File: config.mk
export PLATFORM = sky130hd
export DESIGN_NAME = dual_wiper_tw_writer
export DESIGN_NICKNAME = d
export VERILOG_FILES = /design/src/rtl/tw_wiper_pkg.sv /design/src/rtl/tw_line_sync.sv /design/src/rtl/tw_cmd_rx.sv /design/src/rtl/tw_wiper_bank.sv /design/src/rtl/dual_wiper_tw_writer.sv
export SDC_FILE = /design/constraint.sdc
export NUM_CORES = 1
export LEC_CHECK = 0
export ABC_AREA = 1
export BUFFER_PORTS_ARGS = -buffer_cell sky130_fd_sc_hd__buf_2
export CORE_UTILIZATION = 40
export CTS_CLUSTER_SIZE = 40
export DETAILED_ROUTE_END_ITERATION = 10
export SLEW_MARGIN = 20
export SYNTH_ARGS = -nofsm -noshare
export SYNTH_HDL_FRONTEND = slang
export SYNTH_SLANG_ARGS = --single-unit
File: constraint.sdc
create_clock -name clk -period 2.17 [get_ports clk]
set_clock_uncertainty 0.2 [all_clocks]
set_input_delay 0.434 -clock clk [delete_from_list [all_inputs] [get_ports clk]]
set_output_delay 0.434 -clock clk [all_outputs]
set_load 0.01 [all_outputs]
File: src/rtl/tw_wiper_pkg.sv
package tw_wiper_pkg;

  localparam int          DATA_W      = 8;
  localparam int          NUM_CH      = 2;
  localparam logic [7:0]  DEV_ADDR    = 8'hAE;
  localparam logic [4:0]  INSTR_FIXED = 5'b00010;
  localparam logic [7:0]  CH_A_TOP    = 8'd99;
  localparam logic [7:0]  CH_B_TOP    = 8'd255;

  typedef enum logic [3:0] {
    S_IDLE, S_ADDR, S_ACK_A, S_INSTR, S_ACK_I, S_DATA, S_ACK_D, S_DONE, S_IGNORE
  } rx_state_e;

  // highest legal tap of a channel
  function automatic logic [7:0] top_tap(input logic ch);
    return ch ? CH_B_TOP : CH_A_TOP;
  endfunction

  // saturate an incoming byte to the channel's tap range
  function automatic logic [7:0] clamp_tap(input logic ch, input logic [7:0] d);
    return (d > top_tap(ch)) ? top_tap(ch) : d;
  endfunction

  // fixed bits must match and the reserved select bit must be clear
  function automatic logic instr_ok(input logic [7:0] b);
    return (b[6:2] == INSTR_FIXED) && !b[1];
  endfunction

endpackage

File: src/rtl/tw_line_sync.sv
module tw_line_sync #(
  parameter int STAGES = 2
) (
  input  logic clk,
  input  logic rst_n,
  input  logic scl_i,
  input  logic sda_i,
  output logic sda_q,
  output logic scl_rise,
  output logic scl_fall,
  output logic start_evt,
  output logic stop_evt
);

  localparam int LAST = STAGES - 1;

  logic [STAGES:0] scl_sh;
  logic [STAGES:0] sda_sh;

  always_ff @(posedge clk or negedge rst_n) begin
    if (!rst_n) begin
      scl_sh <= '1;
      sda_sh <= '1;
    end else begin
      scl_sh <= {scl_sh[LAST:0], scl_i};
      sda_sh <= {sda_sh[LAST:0], sda_i};
    end
  end

  logic scl_cur, scl_prv, sda_cur, sda_prv;
  assign scl_cur = scl_sh[LAST];
  assign scl_prv = scl_sh[STAGES];
  assign sda_cur = sda_sh[LAST];
  assign sda_prv = sda_sh[STAGES];

  assign sda_q     = sda_cur;
  assign scl_rise  = scl_cur && !scl_prv;
  assign scl_fall  = !scl_cur && scl_prv;
  assign start_evt = scl_cur && scl_prv && sda_prv && !sda_cur;
  assign stop_evt  = scl_cur && scl_prv && !sda_prv && sda_cur;

endmodule

File: src/rtl/tw_cmd_rx.sv
module tw_cmd_rx
  import tw_wiper_pkg::*;
(
  input  logic              clk,
  input  logic              rst_n,
  input  logic              sda_q,
  input  logic              scl_rise,
  input  logic              scl_fall,
  input  logic              start_evt,
  input  logic              stop_evt,
  input  logic              wen_latch_i,
  output logic              ack_oe,
  output logic              commit,
  output logic              cmd_ch,
  output logic              cmd_wt,
  output logic [DATA_W-1:0] cmd_data
);

  rx_state_e         st;
  logic [DATA_W-1:0] sh;
  logic [3:0]        cnt;
  logic              pend_ok;
  logic              byte_done;
  logic              byte_ok;

  assign byte_done = scl_fall && (cnt == 4'd8);

  always_comb begin
    case (st)
      S_ADDR:  byte_ok = (sh == DEV_ADDR);
      S_INSTR: byte_ok = instr_ok(sh);
      default: byte_ok = 1'b1;
    endcase
  end

  always_ff @(posedge clk or negedge rst_n) begin
    if (!rst_n) begin
      st       <= S_IDLE;
      sh       <= '0;
      cnt      <= '0;
      ack_oe   <= 1'b0;
      pend_ok  <= 1'b0;
      cmd_ch   <= 1'b0;
      cmd_wt   <= 1'b0;
      cmd_data <= '0;
    end else if (start_evt) begin
      st      <= S_ADDR;
      cnt     <= '0;
      ack_oe  <= 1'b0;
      pend_ok <= 1'b0;
    end else if (stop_evt) begin
      st      <= S_IDLE;
      ack_oe  <= 1'b0;
      pend_ok <= 1'b0;
    end else begin
      case (st)
        S_ADDR, S_INSTR, S_DATA: begin
          if (scl_rise) begin
            sh  <= {sh[DATA_W-2:0], sda_q};
            cnt <= cnt + 4'd1;
          end else if (byte_done) begin
            cnt <= '0;
            if (byte_ok) begin
              ack_oe <= 1'b1;
              case (st)
                S_ADDR:  st <= S_ACK_A;
                S_INSTR: begin
                  st     <= S_ACK_I;
                  cmd_ch <= sh[0];
                  cmd_wt <= sh[7];
                end
                default: st <= S_ACK_D;
              endcase
            end else begin
              st <= S_IGNORE;
            end
          end
        end
        S_ACK_A: if (scl_fall) begin ack_oe <= 1'b0; st <= S_INSTR; end
        S_ACK_I: if (scl_fall) begin ack_oe <= 1'b0; st <= S_DATA; end
        S_ACK_D: begin
          if (scl_rise) begin
            cmd_data <= sh;
            pend_ok  <= wen_latch_i;
          end else if (scl_fall) begin
            ack_oe <= 1'b0;
            st     <= S_DONE;
          end
        end
        default: ;
      endcase
    end
  end

  assign commit = stop_evt && (st == S_DONE) && pend_ok;

  AST_ADDR_NACK: assert property (@(posedge clk) disable iff (!rst_n)
    (st == S_ADDR && byte_done && sh != DEV_ADDR && !start_evt && !stop_evt)
      |=> (!ack_oe && st == S_IGNORE));

  AST_RSVD_NACK: assert property (@(posedge clk) disable iff (!rst_n)
    (st == S_INSTR && byte_done && sh[1] && !start_evt && !stop_evt)
      |=> (!ack_oe && st == S_IGNORE));

  AST_ACK_DROPS: assert property (@(posedge clk) disable iff (!rst_n)
    (ack_oe && scl_fall) |=> !ack_oe);

endmodule

File: src/rtl/tw_wiper_bank.sv
module tw_wiper_bank
  import tw_wiper_pkg::*;
(
  input  logic              clk,
  input  logic              rst_n,
  input  logic              commit,
  input  logic              cmd_ch,
  input  logic              cmd_wt,
  input  logic [DATA_W-1:0] cmd_data,
  input  logic              reload_i,
  output logic [DATA_W-1:0] wiper_q [NUM_CH],
  output logic [DATA_W-1:0] nv_q    [NUM_CH]
);

  for (genvar g = 0; g < NUM_CH; g++) begin : g_ch
    localparam logic CH_ID = 1'(g);

    logic              sel;
    logic [DATA_W-1:0] tap;

    assign sel = commit && (cmd_ch == CH_ID);
    assign tap = clamp_tap(CH_ID, cmd_data);

    always_ff @(posedge clk or negedge rst_n) begin
      if (!rst_n) begin
        wiper_q[g] <= '0;
        nv_q[g]    <= '0;
      end else begin
        if (sel && cmd_wt) nv_q[g] <= tap;
        if (reload_i)      wiper_q[g] <= nv_q[g];
        else if (sel)      wiper_q[g] <= tap;
      end
    end

    AST_VOL_KEEPS_NV: assert property (@(posedge clk) disable iff (!rst_n)
      (sel && !cmd_wt) |=> $stable(nv_q[g]));

    AST_RELOAD_COPY: assert property (@(posedge clk) disable iff (!rst_n)
      reload_i |=> (wiper_q[g] == $past(nv_q[g])));

    AST_HOLD_IDLE: assert property (@(posedge clk) disable iff (!rst_n)
      (!commit && !reload_i) |=> ($stable(wiper_q[g]) && $stable(nv_q[g])));

    AST_TAP_CEILING: assert property (@(posedge clk) disable iff (!rst_n)
      (wiper_q[g] <= top_tap(CH_ID)));
  end

endmodule

File: src/rtl/dual_wiper_tw_writer.sv
module dual_wiper_tw_writer
  import tw_wiper_pkg::*;
#(
  parameter int SYNC_STAGES = 2
) (
  input  logic              clk,
  input  logic              rst_n,
  input  logic              scl_i,
  input  logic              sda_i,
  output logic              sda_pull_o,
  input  logic              wen_latch_i,
  input  logic              reload_i,
  output logic [DATA_W-1:0] wiper_a_o,
  output logic [DATA_W-1:0] wiper_b_o,
  output logic [DATA_W-1:0] nvreg_a_o,
  output logic [DATA_W-1:0] nvreg_b_o
);

  logic              sda_q, scl_rise, scl_fall, start_evt, stop_evt;
  logic              commit, cmd_ch, cmd_wt;
  logic [DATA_W-1:0] cmd_data;
  logic [DATA_W-1:0] wiper_q [NUM_CH];
  logic [DATA_W-1:0] nv_q    [NUM_CH];

  tw_line_sync #(.STAGES(SYNC_STAGES)) u_sync (
    .clk       (clk),
    .rst_n     (rst_n),
    .scl_i     (scl_i),
    .sda_i     (sda_i),
    .sda_q     (sda_q),
    .scl_rise  (scl_rise),
    .scl_fall  (scl_fall),
    .start_evt (start_evt),
    .stop_evt  (stop_evt)
  );

  tw_cmd_rx u_rx (
    .clk         (clk),
    .rst_n       (rst_n),
    .sda_q       (sda_q),
    .scl_rise    (scl_rise),
    .scl_fall    (scl_fall),
    .start_evt   (start_evt),
    .stop_evt    (stop_evt),
    .wen_latch_i (wen_latch_i),
    .ack_oe      (sda_pull_o),
    .commit      (commit),
    .cmd_ch      (cmd_ch),
    .cmd_wt      (cmd_wt),
    .cmd_data    (cmd_data)
  );

  tw_wiper_bank u_bank (
    .clk      (clk),
    .rst_n    (rst_n),
    .commit   (commit),
    .cmd_ch   (cmd_ch),
    .cmd_wt   (cmd_wt),
    .cmd_data (cmd_data),
    .reload_i (reload_i),
    .wiper_q  (wiper_q),
    .nv_q     (nv_q)
  );

  assign wiper_a_o = wiper_q[0];
  assign wiper_b_o = wiper_q[1];
  assign nvreg_a_o = nv_q[0];
  assign nvreg_b_o = nv_q[1];

  AST_COMMIT_AT_STOP: assert property (@(posedge clk) disable iff (!rst_n)
    commit |-> stop_evt);

endmodule

==> impl_metrics.py, run 1 <==
metrics = {
    "run_status": {
        "status": "completed",
    },
    "floorplanning": {
        "core_area_mm2": 0.00725,
        "die_h_um": 88.8,
        "die_x_um": 88.8,
        "rows": 31,
        "io_pins": 39,
        "die_area_mm2": 0.00788,
        "initial_core_util_pct": 41.5,
    },
    "timing": {
        "period_share_pct": 87.9,
        "hold_viol_final": 0,
        "whs_ps": 156,
        "worst_pin_slew_ps": 599,
        "fmaxAchievable_ghz": 0.524,
        "rsz0062_at_grt": "false",
        "finalCriticalPeriod_ps": 1910,
        "finalSetupTns_ps": 0,
        "drv_slew": 0,
        "relSlewSlack_pct": 60.0,
        "setup_violations": 0,
    },
    "clocking": {
        "cts_root_buffer": "clkbuf_8",
        "cts_setup_buffers": 0,
        "cts_made_buffers": 9,
        "worstSkewPairLatency_ps": 340,
        "path_clk_slew_ps": 70,
        "clock-sinks": 66,
        "cts_buffer_depth": 2,
        "cts_resized": 0,
        "cts_tree": "yes",
        "htreeDepth": 3,
    },
    "grt": {
        "grt_usage_pct": 17.9,
        "grt_max_degree": 25,
        "antenna_found_initial": 0,
        "grt_overflow": 0,
        "grt_pass1_wl_um": 10600,
        "grt_pass1_vias": 2252,
    },
    "final_layout": {
        "nNetsFinal": 405,
        "drive_above_1_share_pct": 20.4,
        "antenna_cells": 0,
        "fillers": 720,
        "area_growth_syn_to_layout_pct": 18.1,
        "multi_input_area_mm2": 0.00114,
        "final-seq-area_mm2": 0.00166,
    },
    "worst_setup_path": {
        "endpoint_kind": "flip-flop",
        "cp_max_fo": 14,
        "crit_top_cell": "nand3_1",
        "r2r-start": "u_sync.scl_sh[1]",
        "cp-start-kind": "flip-flop",
        "crit_chain": "nand3_1 > nor2_1 > nand3_2 > nor2_4 > nand3_1 > o21a_1",
        "crit_start": "u_sync.scl_sh[1]",
        "cp_slowest_cell": "dfstp_2",
        "critical_path_class": "flip-flop to flip-flop",
        "crit_required_ps": 2200,
        "slowest_delay_ps": 580,
        "cp.arrival_ps": 1940,
    },
    "flow_run": {
        "maxCapViolCount": 0,
    },
    "synth": {
        "synth_edf_count": 0,
        "syn_area_mm2": 0.00301,
        "synth_area_per_cell_um2": 8.68,
        "synth_ff_type": "dfrtp_1",
        "synth_cell_type_count": 33,
        "synth_compound_area_share_pct": 13.3,
        "synth_fp_nets": 355,
        "netlist_instances": 347,
        "synth.most_common_cell": "nand2_1",
        "ys_top_cells_by_count": "92 x nand2_1, 60 x dfrtp_1, 42 x inv_1",
        "yosysWarnings": 0,
        "yosys-mux-area-fraction_pct": 0,
        "synthSimpleGateAreaFrac_pct": 23.1,
        "synth_largest_area_cell": "dfrtp_1",
        "synthAdderAreaFrac_pct": 0.831,
        "synth_top_family_by_area": "simple AND/OR/NAND/NOR gates",
        "ys_seq_area_share_pct": 55.1,
        "synth_top_cell_area_share_pct": 49.9,
        "ys_seq_elements": 66,
        "async_reset_ff_share_pct": 100,
        "synthTopCellsByArea": "dfrtp_1 50%, nand2_1 11%, dfstp_2 5.2%",
        "synthXorXnorAreaFrac_pct": 0.582,
    },
    "pwr": {
        "power.switching_mw": 1.14,
        "p_int_mw": 2.20,
        "p_leak_nw": 1.73,
        "comb_power_share_pct": 23.7,
        "ir_drop_uv": 741,
        "p_clk_share_pct": 29.8,
        "p_per_area_mw_per_mm2": 939,
        "power_frac_seq_pct": 46.5,
        "p_sw_share_pct": 34.2,
    },
    "drt": {
        "finalWirelength_um": 6190,
        "wl_per_cell_um": 12.4,
        "ant_nets": 0,
        "viasPerCell": 4.72,
        "drc": 0,
        "num_vias": 2365,
        "dr.pass1.iters": 4,
        "drt_iter0_markers": 72,
    },
    "place": {
        "dp_hpwl_um": 4600,
        "gp_congestion": 0.902,
        "port_buffers": 38,
    },
    "hold_path": {
        "min_from": "u_sync.sda_sh[0]",
        "worstHoldPathType": "flip-flop to flip-flop",
    },
}
## timing repair
item / 4_1_cts / 5_1_grt
endpoints found under the hold margin: 18 / 0
hold buffers: 3 / 0
endpoints found under the setup margin: 0 / 0
## worst paths after layout
path | to | slack, ps | cells after the start
worst max-delay path | u_bank.nv_q[14] | 260 | 6
worst min-delay path | u_sync.sda_sh[1] | 160 | 0
worst max register to register | u_bank.nv_q[14] | 260 | 6
worst min register to register | u_sync.sda_sh[1] | 160 | 0
max in group asynchronous | u_bank.wiper_q[12] | 800 | 3
min in group asynchronous | u_rx.cmd_data[5] | 440 | 2
## per-layer routing
metal | GRT usage, % | vias to the layer above | part of all wire [%]
met2 | 28.3 | 65 | 46
met1 | 23.6 | 1067 | 48
met4 | 4.99 | 0 | 1.0
met3 | 5.88 | 7 | 5.0
li1 | - | 1226 | -
met5 | 0 | - | 0
## state kept, by name (all words and copies together) (netlist names)
| name | flops |
|---|---|
| u_rx.cnt | 4 |
| u_bank.wiper_q | 16 |
| u_rx.cmd_ch | 1 |
| u_bank.nv_q | 16 |
| u_rx.sh | 8 |
| u_rx.cmd_wt | 1 |
| u_sync.sda_sh | 3 |
| u_rx.st | 4 |
| u_rx.pend_ok | 1 |
| u_sync.scl_sh | 3 |
| u_rx.cmd_data | 8 |
| u_rx.ack_oe | 1 |
## cell families (layout without fill, tap and decap cells)
family / after synthesis / count (layout)
XOR/XNOR: 2 / 2
AO/OA/AOI/OAI: 66 / 66
adder cells (fa/ha/maj): 2 / 2
AND/OR/NAND/NOR: 160 / 160
flip-flops: 66 / 66
buffers and inverters: 51 / 106
## power groups by stage
stage	sequential (mW)	clock (mW)	combinational [mW]
final	1.55	0.995	0.791
after global routing	1.58	1.07	0.932
after CTS	1.55	1.02	0.801
after detailed placement	1.58	0	0.792
after global placement	1.57	0	0.784
after floorplan	1.53	0	0.607
## worst max-delay path: cells and delay by family, from the launching register on
family / cells / cell delay (ps)
simple gates: 5 / 910
flops: 1 / 580
compound gates: 1 / 120
## metrics by stage
step,instance area (um^2),setup WS (ps),instances,util (%),power (mW)
floorplan,3010,485,347,-,2.14
global placement,3340,324,482,46.1,2.36
detailed placement,3340,246,482,46.1,2.37
CTS,3560,247,501,49.0,3.38
global route,3560,104,501,49.0,3.59
finish,3560,263,501,49.0,3.34
## area by class of cell
type                       count  share of cell area (%)
sequential                    66                    46.6
clock buffer                  11                    3.69
tap                           99                    3.48
multi-input combinational    230                    31.9
timing repair buffer          47                    8.16
inverter                      43                    4.54
clock inverter                 5                    1.55
## layout by cell type (no fill, tap or decap), drive strengths merged, types with 2 or more instances in the layout
| master | count |
|---|---|
| dfrtp | 60 |
| clkinvlp | 2 |
| inv | 43 |
| ha | 2 |
| a31oi | 8 |
| nand4 | 5 |
| o31ai | 2 |
| buf | 44 |
| clkinv | 2 |
| o21a | 2 |
| o21ai | 39 |
| nor2 | 33 |
| dfstp | 6 |
| a21oi | 8 |
| o211ai | 6 |
| dlygate4sd3 | 3 |
| clkbuf | 11 |
| nor3 | 3 |
| nand3 | 23 |
| nand2 | 95 |
Power figures use the tool's default switching activity.
==> inputs of run 2 (changes only) <==
--- a/config.mk
+++ b/config.mk
@@ -5,11 +5,11 @@
 export SDC_FILE = /design/constraint.sdc
 export NUM_CORES = 1
 export LEC_CHECK = 0
-export ABC_AREA = 1
 export BUFFER_PORTS_ARGS = -buffer_cell sky130_fd_sc_hd__buf_2
 export CORE_UTILIZATION = 40
 export CTS_CLUSTER_SIZE = 40
 export DETAILED_ROUTE_END_ITERATION = 10
+export RECOVER_POWER = 50
 export SLEW_MARGIN = 20
 export SYNTH_ARGS = -nofsm -noshare
 export SYNTH_HDL_FRONTEND = slang
==> impl_metrics.py, run 2 <==
metrics = {
    "worst_setup_path": {
        "reg2reg_slack_ps": 140,
        "r2r-end": "u_bank.nv_q[5]",
        "crit_start": "u_sync.scl_sh[1]",
        "crit_required_ps": 2200,
        "cp_max_fo": 8,
        "r2r-start": "u_sync.scl_sh[1]",
        "endpoint_kind": "flip-flop",
        "cp_slowest_cell": "dfstp_1",
        "slowest_delay_ps": 630,
        "crit_chain": "and4b_1 > and3_1 > nand3_2 > mux2_2",
        "reg2regPathDepth": 4,
        "cp-start-kind": "flip-flop",
        "critical_path_class": "flip-flop to flip-flop",
        "cp.arrival_ps": 2050,
    },
    "synth": {
        "synth.most_common_cell": "dfrtp_1",
        "synthSimpleGateAreaFrac_pct": 16.2,
        "synthXorXnorAreaFrac_pct": 0.301,
        "synthTopCellsByArea": "dfrtp_1 52%, mux2_2 10%, dfstp_2 5.4%",
        "yosys-mux-area-fraction_pct": 14.2,
        "synth_top_cell_area_share_pct": 51.6,
        "synth_fp_nets": 271,
        "synth_ff_type": "dfrtp_1",
        "yosysWarnings": 0,
        "netlist_instances": 263,
        "synth_edf_count": 0,
        "ys_top_cells_by_count": "60 x dfrtp_1, 39 x nand2_1, 27 x o21ai_0",
        "synth_compound_area_share_pct": 9.07,
        "synth_top_family_by_area": "simple AND/OR/NAND/NOR gates",
        "ys_seq_elements": 66,
        "async_reset_ff_share_pct": 100,
        "synth_cell_type_count": 43,
        "ys_seq_area_share_pct": 57.0,
        "synthAdderAreaFrac_pct": 0.860,
        "synth_area_per_cell_um2": 11.1,
        "syn_area_mm2": 0.00291,
        "synth_largest_area_cell": "dfrtp_1",
    },
    "final_layout": {
        "final-seq-area_mm2": 0.00166,
        "layout_commonest_cell": "dfrtp_1",
        "top_regs": "u_bank.nv_q: 16 flops, u_bank.wiper_q: 16 flops",
        "area_growth_syn_to_layout_pct": 17.3,
        "multi_input_area_mm2": 0.00119,
        "fillers": 693,
        "antenna_cells": 0,
        "design_area_mm2": 0.00341,
        "nNetsFinal": 320,
        "final_cell_mix": "60 x dfrtp_1, 39 x nand2_1, 28 x buf_2",
        "drive_above_1_share_pct": 26.8,
    },
    "pwr": {
        "power_frac_seq_pct": 55.8,
        "p_leak_nw": 1.70,
        "p_int_mw": 1.77,
        "p_per_area_mw_per_mm2": 687,
        "ir_drop_uv": 280,
        "power.switching_uw": 580,
        "comb_power_share_pct": 5.9,
        "p_sw_share_pct": 24.7,
        "p_clk_share_pct": 38.3,
        "p_total_mw": 2.35,
    },
    "clocking": {
        "worstSkewPairLatency_ps": 340,
        "cts_buffer_depth": 2,
        "clock-sinks": 66,
        "path_clk_slew_ps": 70,
        "htreeDepth": 3,
        "cts_setup_buffers": 0,
        "cts_made_buffers": 9,
        "cts_tree": "yes",
        "cts_root_buffer": "clkbuf_8",
    },
    "drt": {
        "num_vias": 2056,
        "wl_met1_um": 2790,
        "route.met2.wl_um": 2640,
        "viasPerCell": 4.98,
        "finalWirelength_um": 5720,
        "dr.pass1.iters": 4,
        "ant_nets": 0,
        "wl_per_cell_um": 13.9,
        "drc": 0,
        "highest_layer": "met4",
        "drt_iter0_markers": 56,
        "met3_length_um": 178,
    },
    "grt": {
        "grt_pass1_vias": 1971,
        "grt_pass1_wl_um": 9520,
        "grt_usage_pct": 16.7,
        "grt_max_degree": 67,
        "antenna_found_initial": 0,
        "grt_overflow": 0,
    },
    "floorplanning": {
        "initial_core_util_pct": 42.1,
        "die_x_um": 87.3,
        "core_area_mm2": 0.00691,
        "die_h_um": 87.3,
        "die_area_mm2": 0.00762,
        "rows": 30,
        "io_pins": 39,
    },
    "place": {
        "dp_hpwl_um": 3940,
        "port_buffers": 38,
        "place_area_mm2": 0.00323,
        "gp_congestion": 0.820,
    },
    "hold_path": {
        "worstHoldPathType": "input port to flip-flop",
        "holdPathStages": 3,
        "min_from": "wen_latch_i",
        "hold_path_end": "u_rx.pend_ok",
    },
    "timing": {
        "hold_viol_final": 0,
        "worst_pin_slew_ps": 896,
        "period_share_pct": 93.4,
        "drv_slew": 0,
        "relSlewSlack_pct": 40.3,
        "fmaxAchievable_ghz": 0.493,
        "rsz0062_at_grt": "false",
        "setup_violations": 0,
        "finalSetupTns_ps": 0,
        "finalCriticalPeriod_ps": 2030,
    },
    "flow_run": {
        "maxCapViolCount": 0,
    },
    "run_status": {
        "status": "completed",
    },
}
## run 2: cell count changes after synthesis, moves of 12 or more
cell and change:
nand3_1 -15, inv_1 -38, mux2_2 +26, nor2_1 -16, nand2_1 -53, mux2i_1 +12
## run 2: cell type report
| cell class | instances | share of cell area (%) |
|---|---|---|
| Clock inverter | 5 | 0.880 |
| Sequential cell | 66 | 48.6 |
| Multi-Input combinational cell | 183 | 34.8 |
| Timing Repair Buffer | 48 | 7.62 |
| Clock buffer | 11 | 4.14 |
| Tap cell | 96 | 3.52 |
| Inverter | 4 | 0.440 |
## run 2: kinds of logic after synthesis
group	after synthesis
buffers and inverters	14
XOR/XNOR	1
adder cells (fa/ha/maj)	2
flip-flops	66
AND/OR/NAND/NOR	94
AO/OA/AOI/OAI	48
multiplexers	38
## run 2: worst max-delay path by stage
stage / cells past startpoint / slack, ps / endpoint
finish: 4 / 140 / u_bank.nv_q[5]
global route: 5 / 8 / u_rx.cmd_wt
CTS: 4 / 130 / u_bank.nv_q[11]
detailed placement: 5 / 140 / u_bank.nv_q[11]
global placement: 4 / 160 / u_bank.nv_q[15]
floorplan: 5 / 280 / u_rx.cnt[3]
## run 2: what timing repair did
item	in CTS	in global routing
setup endpoints to repair	0	7
endpoints found under the hold margin	62	0
hold buffers	3	0
resized for setup	0	1
## run 2: metrics by stage
stage | std cells | hold WS (ps) | util, % | setup WS (ps)
after floorplan | 263 | -61.6 | - | 275
after global placement | 394 | 146 | 46.8 | 164
after detailed placement | 394 | 147 | 46.8 | 143
after CTS | 413 | 135 | 49.7 | 131
after global routing | 413 | 172 | 49.4 | 8.38
final | 413 | 149 | 49.4 | 143
## run 2: power by group through the flow
stage	logic [mW]	clock network [mW]	registers (mW)
after CTS	0.146	0.930	1.31
after global placement	0.138	0	1.33
final	0.138	0.898	1.31
after global routing	0.158	0.981	1.32
after detailed placement	0.141	0	1.33
after floorplan	0.0897	0	1.32
## run 2: metal layers
layer	vias up	global-route usage, %
li1	1022	-
met1	990	22.5
met2	34	25.4
met3	10	3.41
met4	0	8.94
met5	-	0
## run 2: critical path, delay by kind of cell, from the launching register on
kind / cells / cell delay, ps
multiplexers: 1 / 330
flip-flops: 1 / 630
AND/OR/NAND/NOR: 3 / 750
==> inputs of run 3 (changes only) <==
--- a/config.mk
+++ b/config.mk
@@ -9,6 +9,7 @@
 export CORE_UTILIZATION = 40
 export CTS_CLUSTER_SIZE = 40
 export DETAILED_ROUTE_END_ITERATION = 10
+export PLACE_DENSITY = 0.71
 export RECOVER_POWER = 50
 export SLEW_MARGIN = 20
 export SYNTH_ARGS = -nofsm -noshare
==> impl_metrics.py, run 3 (synthesized netlist as in run 2, its figures left out) <==
metrics = {
    "final_layout": {
        "final_cell_mix": "60 x dfrtp_1, 39 x nand2_1, 28 x buf_2",
        "top_regs": "u_bank.nv_q: 16 flops, u_bank.wiper_q: 16 flops",
        "drive_above_1_share_pct": 26.5,
        "design_area_mm2": 0.00343,
        "postLayoutCoreUtil_pct": 49.6,
        "antenna_cells": 0,
        "area_growth_syn_to_layout_pct": 17.8,
        "layout_commonest_cell": "dfrtp_1",
        "nNetsFinal": 320,
        "fillers": 661,
    },
    "worst_setup_path": {
        "path_delay_family": "simple AND/OR/NAND/NOR gates",
        "slowest_delay_ps": 590,
        "cp-start-kind": "flip-flop",
        "endpoint_kind": "flip-flop",
        "r2r-start": "u_sync.scl_sh[1]",
        "cp_slowest_cell": "dfstp_2",
        "cp.arrival_ps": 2080,
        "crit_required_ps": 2190,
        "critical_path_class": "flip-flop to flip-flop",
        "r2r-end": "u_bank.nv_q[3]",
        "crit_chain": "and4b_1 > and3_1 > nand3_2 > mux2_2",
        "reg2regPathDepth": 4,
        "path_buf_inv": 0,
        "reg2reg_slack_ps": 110,
        "cp_max_fo": 8,
    },
    "hold_path": {
        "hold_path_end": "u_sync.scl_sh[1]",
        "holdPathStages": 0,
        "worstHoldPathType": "flip-flop to flip-flop",
        "min_from": "u_sync.scl_sh[0]",
    },
    "drt": {
        "ant_nets": 0,
        "viasPerCell": 5.03,
        "dr.pass1.iters": 4,
        "drt_iter0_markers": 76,
        "wl_per_cell_um": 13.8,
        "drc": 0,
        "num_vias": 2079,
        "finalWirelength_um": 5700,
    },
    "place": {
        "gp_congestion": 0.777,
        "place_area_mm2": 0.00323,
        "dp_hpwl_um": 4090,
        "port_buffers": 38,
    },
    "floorplanning": {
        "io_pins": 39,
        "die_area_mm2": 0.00762,
        "rows": 30,
        "core_area_mm2": 0.00691,
        "die_h_um": 87.3,
        "initial_core_util_pct": 42.1,
        "die_x_um": 87.3,
    },
    "timing": {
        "finalCriticalPeriod_ps": 2060,
        "finalSetupTns_ps": 0,
        "hold_viol_final": 0,
        "worst_pin_slew_ps": 622,
        "drv_slew": 0,
        "period_share_pct": 94.8,
        "rsz0062_at_grt": "false",
        "relSlewSlack_pct": 58.5,
        "fmaxAchievable_ghz": 0.486,
        "whs_ps": 156,
        "setup_violations": 0,
    },
    "grt": {
        "grt_max_degree": 33,
        "grt_pass1_wl_um": 9880,
        "grt_usage_pct": 17.2,
        "grt_pass1_vias": 2092,
        "antenna_found_initial": 0,
        "grt_overflow": 0,
    },
    "pwr": {
        "p_clk_share_pct": 41.4,
        "p_sw_share_pct": 23.5,
        "p_leak_nw": 1.70,
        "power_frac_seq_pct": 53.0,
        "p_int_mw": 1.89,
        "p_per_area_mw_per_mm2": 721,
        "power.switching_uw": 581,
        "p_total_mw": 2.47,
        "ir_drop_uv": 454,
        "comb_power_share_pct": 5.6,
    },
    "clocking": {
        "clock-sinks": 66,
        "worstSkewPairLatency_ps": 350,
        "cts_root_buffer": "clkbuf_8",
        "path_clk_slew_ps": 70,
        "htreeDepth": 3,
        "cts_setup_buffers": 0,
        "cts_buffer_depth": 2,
        "cts_made_buffers": 9,
        "cts_tree": "yes",
    },
    "run_status": {
        "status": "completed",
    },
    "flow_run": {
        "maxCapViolCount": 0,
    },
}
run 3: changes by cell type in the layout (fill, tap and decap cells not counted), sizes merged:
cell / previous run / this run
bufinv: 0 / 1
buf: 34 / 32
clkbuf: 22 / 25
clkinvlp: 2 / 1
clkinv: 3 / 2
run 3: layout make-up:
| cell class | instances | area (um^2) | share of cell area [%] |
|---|---|---|---|
| well taps | 96 | 120 | 3.50 |
| multi-input cells | 183 | 1190 | 34.6 |
| flip-flops and latches | 66 | 1660 | 48.4 |
| inverters | 4 | 15.0 | 0.438 |
| repair buffers | 48 | 250 | 7.30 |
| clock buffers | 12 | 145 | 4.23 |
| clock inverters | 4 | 51.3 | 1.50 |
run 3: routing by layer:
layer,vias to the layer above,wire [um],GRT usage [%]
met4,0,128,8.05
met5,-,0,0
met2,44,2640,27.1
met1,1003,2680,21.8
li1,1021,-,-
met3,11,254,5.02
run 3: worst max-delay path by stage:
stage | from | end | slack (ps) | depth (start not counted)
final | u_sync.scl_sh[1] | u_bank.nv_q[3] | 110 | 4
after global routing | u_rx.st[1] | u_rx.cnt[3] | 20 | 5
after CTS | u_sync.scl_sh[1] | u_bank.nv_q[15] | 90 | 4
after detailed placement | u_sync.scl_sh[1] | u_bank.nv_q[15] | 100 | 4
after global placement | u_sync.scl_sh[1] | u_bank.nv_q[15] | 170 | 4
after floorplan | u_sync.scl_sh[2] | u_rx.cnt[3] | 280 | 5
run 3: timing repair:
| action | 4_1_cts | 5_1_grt |
|---|---|---|
| resized for setup | 0 | 1 |
| endpoints found under the hold margin | 18 | 0 |
| endpoints found under the setup margin | 0 | 7 |
| hold buffers | 3 | 0 |
run 3: power groups by stage:
| stage | Clock [mW] | Sequential, mW | Combinational (mW) |
|---|---|---|---|
| after floorplan | 0 | 1.32 | 0.0897 |
| after global placement | 0 | 1.33 | 0.139 |
| after detailed placement | 0 | 1.33 | 0.144 |
| after CTS | 1.05 | 1.31 | 0.148 |
| after global routing | 1.11 | 1.32 | 0.159 |
| final | 1.02 | 1.31 | 0.140 |
run 3: through the flow:
step	instances	setup WS [ps]
3_3_place_gp	394	167
2_1_floorplan	263	275
4_1_cts	413	94.2
6_report	413	113
3_5_place_dp	394	102
5_1_grt	413	22.7
